--- src/rtl/pmev_pkg.sv ---
package pmev_pkg;
    localparam int STS_TMR = 0;
    localparam int STS_GBL = 5;
    localparam int STS_PWR = 8;
    localparam int STS_RTC = 10;
    localparam logic [15:0] SCI_SRC_MASK =
        16'((1 << STS_TMR) | (1 << STS_GBL) | (1 << STS_PWR) | (1 << STS_RTC));

    typedef struct packed {
        logic [15:0] sts;
        logic [15:0] en;
        logic [15:0] ctl;
    } pm_regs_t;
endpackage

--- src/rtl/pmev_decode.sv ---
module pmev_decode #(
    parameter int ADDR_W   = 16,
    parameter int WIN_BITS = 6,
    localparam int IDX_W   = WIN_BITS - 2
) (
    input  logic [ADDR_W-1:0] addr,
    input  logic [31:0]       cfg_base,
    input  logic              win_en,
    output logic              hit,
    output logic [IDX_W-1:0]  idx
);
    localparam logic [ADDR_W-1:0] BASE_MASK = {ADDR_W{1'b1}} << WIN_BITS;

    logic unused_cfg;
    assign unused_cfg = ^{cfg_base[31:ADDR_W], cfg_base[WIN_BITS-1:0], addr[1:0]};

    assign hit = win_en && ((addr & BASE_MASK) == (cfg_base[ADDR_W-1:0] & BASE_MASK));
    assign idx = addr[WIN_BITS-1:2];
endmodule

--- src/rtl/pmev_timer.sv ---
module pmev_timer #(
    parameter int TMR_W = 24
) (
    input  logic             clk,
    input  logic             rst_n,
    input  logic             tick,
    output logic [TMR_W-1:0] cnt_o,
    output logic             flip_o
);
    typedef struct packed {
        logic [TMR_W-1:0] cnt;
    } tmr_t;

    tmr_t tmr_d, tmr_q;

    always_comb begin
        tmr_d  = tmr_q;
        flip_o = 1'b0;
        if (tick) begin
            tmr_d.cnt = tmr_q.cnt + 1'b1;
            flip_o    = tmr_d.cnt[TMR_W-1] ^ tmr_q.cnt[TMR_W-1];
        end
    end

    always_ff @(posedge clk) begin
        if (!rst_n) tmr_q <= '0;
        else        tmr_q <= tmr_d;
    end

    assign cnt_o = tmr_q.cnt;
endmodule

--- src/rtl/pmev_regs.sv ---
module pmev_regs
    import pmev_pkg::*;
#(
    parameter int TMR_W = 24,
    parameter int IDX_W = 4
) (
    input  logic             clk,
    input  logic             rst_n,
    input  logic             hit,
    input  logic [IDX_W-1:0] idx,
    input  logic             wr,
    input  logic [3:0]       be,
    input  logic [31:0]      wdata,
    input  logic             evt_gbl,
    input  logic             evt_pwrbtn,
    input  logic             evt_rtc,
    input  logic             tmr_flip,
    input  logic [TMR_W-1:0] tmr_cnt,
    output logic [31:0]      rdata,
    output logic [15:0]      sts_o,
    output logic [15:0]      en_o
);
    localparam logic [IDX_W-1:0] I_EVT = IDX_W'(0);
    localparam logic [IDX_W-1:0] I_CTL = IDX_W'(1);
    localparam logic [IDX_W-1:0] I_TMR = IDX_W'(2);

    pm_regs_t    regs_d, regs_q;
    logic [31:0] bmask;
    logic [15:0] clr_v, set_v;

    for (genvar b = 0; b < 4; b++) begin : g_bmask
        assign bmask[8*b +: 8] = {8{be[b]}};
    end

    always_comb begin
        regs_d = regs_q;
        clr_v  = '0;
        set_v  = '0;
        if (hit && wr) begin
            case (idx)
                I_EVT: begin
                    clr_v     = wdata[15:0] & bmask[15:0];
                    regs_d.en = (regs_q.en & ~bmask[31:16]) | (wdata[31:16] & bmask[31:16]);
                end
                I_CTL: regs_d.ctl = (regs_q.ctl & ~bmask[15:0]) | (wdata[15:0] & bmask[15:0]);
                default: ;
            endcase
        end
        set_v[STS_TMR] = tmr_flip;
        set_v[STS_GBL] = evt_gbl;
        set_v[STS_PWR] = evt_pwrbtn;
        set_v[STS_RTC] = evt_rtc;
        regs_d.sts = ((regs_q.sts & ~clr_v) | set_v) & SCI_SRC_MASK;
    end

    always_ff @(posedge clk) begin
        if (!rst_n) regs_q <= '0;
        else        regs_q <= regs_d;
    end

    always_comb begin
        if (!hit) begin
            rdata = '1;
        end else begin
            case (idx)
                I_EVT:   rdata = {regs_q.en, regs_q.sts};
                I_CTL:   rdata = {16'h0000, regs_q.ctl};
                I_TMR:   rdata = 32'(tmr_cnt);
                default: rdata = '0;
            endcase
        end
    end

    assign sts_o = regs_q.sts;
    assign en_o  = regs_q.en;
endmodule

--- src/rtl/pmev_sci_top.sv ---
module pmev_sci_top
    import pmev_pkg::*;
#(
    parameter int ADDR_W   = 16,
    parameter int WIN_BITS = 6,
    parameter int TMR_W    = 24
) (
    input  logic              clk,
    input  logic              rst_n,
    input  logic [31:0]       cfg_io_base,
    input  logic              cfg_win_en,
    input  logic [ADDR_W-1:0] bus_addr,
    input  logic              bus_wr,
    input  logic [3:0]        bus_be,
    input  logic [31:0]       bus_wdata,
    output logic [31:0]       bus_rdata,
    output logic              bus_hit,
    input  logic              evt_gbl,
    input  logic              evt_pwrbtn,
    input  logic              evt_rtc,
    input  logic              tmr_tick,
    output logic              sci
);
    localparam int IDX_W = WIN_BITS - 2;

    logic [IDX_W-1:0] idx_w;
    logic [TMR_W-1:0] tmr_cnt_w;
    logic             tmr_flip_w;
    logic [15:0]      sts_w, en_w;

    pmev_decode #(.ADDR_W(ADDR_W), .WIN_BITS(WIN_BITS)) u_dec (
        .addr(bus_addr), .cfg_base(cfg_io_base), .win_en(cfg_win_en),
        .hit(bus_hit), .idx(idx_w)
    );

    pmev_timer #(.TMR_W(TMR_W)) u_tmr (
        .clk(clk), .rst_n(rst_n), .tick(tmr_tick),
        .cnt_o(tmr_cnt_w), .flip_o(tmr_flip_w)
    );

    pmev_regs #(.TMR_W(TMR_W), .IDX_W(IDX_W)) u_regs (
        .clk(clk), .rst_n(rst_n), .hit(bus_hit), .idx(idx_w),
        .wr(bus_wr), .be(bus_be), .wdata(bus_wdata),
        .evt_gbl(evt_gbl), .evt_pwrbtn(evt_pwrbtn), .evt_rtc(evt_rtc),
        .tmr_flip(tmr_flip_w), .tmr_cnt(tmr_cnt_w),
        .rdata(bus_rdata), .sts_o(sts_w), .en_o(en_w)
    );

    assign sci = |(sts_w & en_w & SCI_SRC_MASK);
endmodule

--- config.mk ---
export PLATFORM = sky130hd
export DESIGN_NAME = pmev_sci_top
export DESIGN_NICKNAME = d
export VERILOG_FILES = /design/src/rtl/pmev_pkg.sv /design/src/rtl/pmev_decode.sv /design/src/rtl/pmev_timer.sv /design/src/rtl/pmev_regs.sv /design/src/rtl/pmev_sci_top.sv
export SDC_FILE = /design/constraint.sdc
export NUM_CORES = 1
export LEC_CHECK = 0
export ABC_AREA = 1
export BUFFER_PORTS_ARGS = -buffer_cell sky130_fd_sc_hd__buf_4
export CAP_MARGIN = 20
export CORE_UTILIZATION = 45
export CTS_CLUSTER_DIAMETER = 150
export CTS_CLUSTER_SIZE = 28
export DETAILED_ROUTE_END_ITERATION = 10
export HOLD_SLACK_MARGIN = 0.06
export PLACE_DENSITY_LB_ADDON = 0.05
export SYNTH_ARGS = -nofsm -noshare
export SYNTH_HDL_FRONTEND = slang
export SYNTH_SLANG_ARGS = --single-unit
--- constraint.sdc ---
create_clock -name clk -period 1.7 [get_ports clk]
set_clock_uncertainty 0.2 [all_clocks]
set_input_delay 0.17 -clock clk [delete_from_list [all_inputs] [get_ports clk]]
set_output_delay 0.17 -clock clk [all_outputs]
set_load 0.05 [all_outputs]
==> results.md <==
* Io pins at about 130
* Clock Sinks at 60
* R2r startpoint: u_tmr.cnt_o[1]
* P&R area growth vs syn at 75.04%
* Pre-CTS WS at -0.1715 ns
* Final slew viol count at 0
* Worst-margin pin slew at between 0.5 and 0.6 ns
* Share of layout cells above drive strength 1 at a little under two fifths
* Mapped Avg Cell Area at about 6.1 sq um
* DRT Pass-1 Iters at 4
* # Max-Cap Violations at 0
* CTS tree: done
* RSZ-0062 raised after global routing: yes
* Number of enable flip-flop cells after synthesis at 0
* Routed WL at about 12 mm
* Synth Net Count at 666
* PortBufs at roughly 100
* Fin. Hold Viols at 0
* VDD IR max at approximately 0.55 mV
* DR DRC count at 0
* Status: finished with violations
* Synthesized flop and latch total at 60
* Period minus WS final at 1.857 ns
* Min-Delay Path Class: primary input to flop
* Leak at between 2 and 3 nW
* N_diodes at 0
* Synth async-reset ratio at 0%
* Critical path startpoint category: primary input
* Final Hold Slack at around 0.053 ns
* Cts bufs inserted at 9
* Setup violations, final at 37
* Reg-to-reg setup timing slack at -0.03 ns
* Worst setup margin at -0.1568 ns
* Core Area at between 0.007 and 0.008 sq mm
* Via count at about 4300
* Post-DR wirelength/cell at roughly 14 um
* Post-route insts no fill at a little under 900
* Maximum net fanout on the critical path at 9
* Post-Synthesis Cells at between 500 and 600
* Cell Pwr Density at approximately 540 mW/mm^2
* Vias/cell at about 5
* DP Cell Count at roughly 790
* Root buffer cell: clkbuf_8
* Slew HR at about two thirds
* Die width at around 90 um
* Yosys warns at 0
* Starting Density at roughly 47%
* Clock Tree Buf Depth at 2
* WP data required at between 1 and 1.5 ns
* Critical path origin: bus_addr[8]
* F_max at 0.5386 GHz
* Synthesized area at between 0.003 and 0.004 sq mm
* Die H at around 90 um
* Failing checks: setup timing
* CP Class: primary input to output pin
* Fin crit share at 109.2%
* Detailed Place HPWL at slightly below 7 mm
* Vias in the first global route at slightly above 4000
* Synth Flop Type: dfxtp_1
* Nets@finish at ~870
* DIE AREA at 0.008074 sq mm
* Worst r2r path cells at 9
* ANT nets after route at 0
* Total track usage at between 20% and 30%
* Antenna violations before repair at 0
* Crit end category: output pin
* Sequential share of the synthesized area at about a third
* Clock Latency Late Sink at ~0.35 ns
* CP arrival at between 1 and 1.5 ns
* H-tree depth at 3
* Slowest CP cell: and2_4
* Netlist cell types at 33
* Grt ovf at 0
* CP Cell Sequence: buf_4, inv_1, nand2_1, nand2_1, and3_1, and2_4, buf_12, o211ai_1, buf_4
* Worst r2r dst: u_tmr.cnt_o[20]
* Row count at 31
* Crit-path max cell delay at ~0.25 ns
* Critical Path End: bus_rdata[1]
* Reg clk slew, reported paths at 0.07 ns
* Placer Congestion at just under 0.9
* Global-route wire length before repair at between 15 and 20 mm
* Fin util at between 80% and 90%
* Initial DRC count at 186
* Largest net degree at the start of global routing at between 40 and 50
## cell families after synthesis
logic type	share of synthesized area, %
and+or+nand+nor	38.26
AOI/OAI and AO/OA	11.71
DFF	34.58
buffers and inverters	14.59
xor gates and xnor gates	0.5044
adders and majority gates	0.3602
## per-layer routing
metal | wire (um) | global-route usage (%)
met5 | 0 | 0
met4 | 375 | 11.29
met3 | 650 | 4.653
met2 | 6251 | 50.45
met1 | 4957 | 33.25
## critical path: cells and delay by family
family / cells / cell delay [ns]
and+or+nand+nor: 4 / 0.63
AOI/OAI and AO/OA: 1 / 0.11
buffers and inverters: 4 / 0.57
## final cells by class
cell class,count,area [sq um]
multi-input cells,385,2141
repair buffers,206,1981
fillers,477,1290
flip-flops and latches,60,1220
inverters,110,421.7
clock buffers,10,127.6
well taps,99,123.9
clock inverters,6,65.06
## metrics by stage
stage / power, W / TNS (ns) / cell area [sq um]
detailed placement: 0.001802 / -6.844 / 4720
global placement: 0.001796 / -5.850 / 4720
CTS: 0.003189 / -0.8754 / 5694
global route: 0.003384 / -6.296 / 6080
floorplan: 0.001612 / -3.772 / 3598
finish: 0.003257 / -3.983 / 6080
## synth_stat cells (all sizes together) (6+ instances only)
library cell,instances,area [sq um]
o211ai,16,120.1
a21oi,25,125.1
o21bai,6,45.04
nand4,6,58.80
clkbuf,8,30.03
nor2,102,407.9
nor3,14,92.59
nand3,16,80.08
buf,10,63.80
nand2,171,641.9
o21ai,12,60.06
dfxtp,60,1201
inv,108,405.4
## worst min path at each step
stage / from / to / slack [ns] / cells past startpoint
global placement: evt_pwrbtn / u_regs.sts_o[8] / 0.23 / 3
finish: rst_n / u_tmr.cnt_o[12] / 0.05 / 3
global route: rst_n / u_tmr.cnt_o[12] / 0.08 / 3
floorplan: evt_rtc / u_regs.sts_o[10] / 0.10 / 2
CTS: rst_n / u_tmr.cnt_o[14] / 0.06 / 3
detailed placement: evt_pwrbtn / u_regs.sts_o[8] / 0.25 / 3
## repair_timing
action	4_1_cts	5_1_grt
resized for setup	62	94
endpoints found under the hold margin	40	0
setup endpoints to repair	40	81
hold buffers	39	0
setup buffers	19	11
pin swaps	8	37
gates cloned	3	2
## layout by cell type (no fill, tap or decap), types with 11 or more instances in the layout
cell             n
a21oi_1         22
nor3_1          11
buf_6           29
nand2_2         22
nand2_1        142
dfxtp_2         12
inv_2           14
o211ai_1        16
dfxtp_1         47
nor2_2          11
nor2_1          82
dlygate4sd3_1   39
buf_4          119
inv_1           91
## report_power, final
group          total (W)  switching (W)  internal [W]  leakage, nW
sequential       0.00143      0.0000103       0.00141        0.491
clock            0.00130       0.000620      0.000677       0.0962
combinational   0.000535       0.000242      0.000293         2.11
total            0.00326       0.000872       0.00238         2.70
Power figures use the tool's default switching activity.
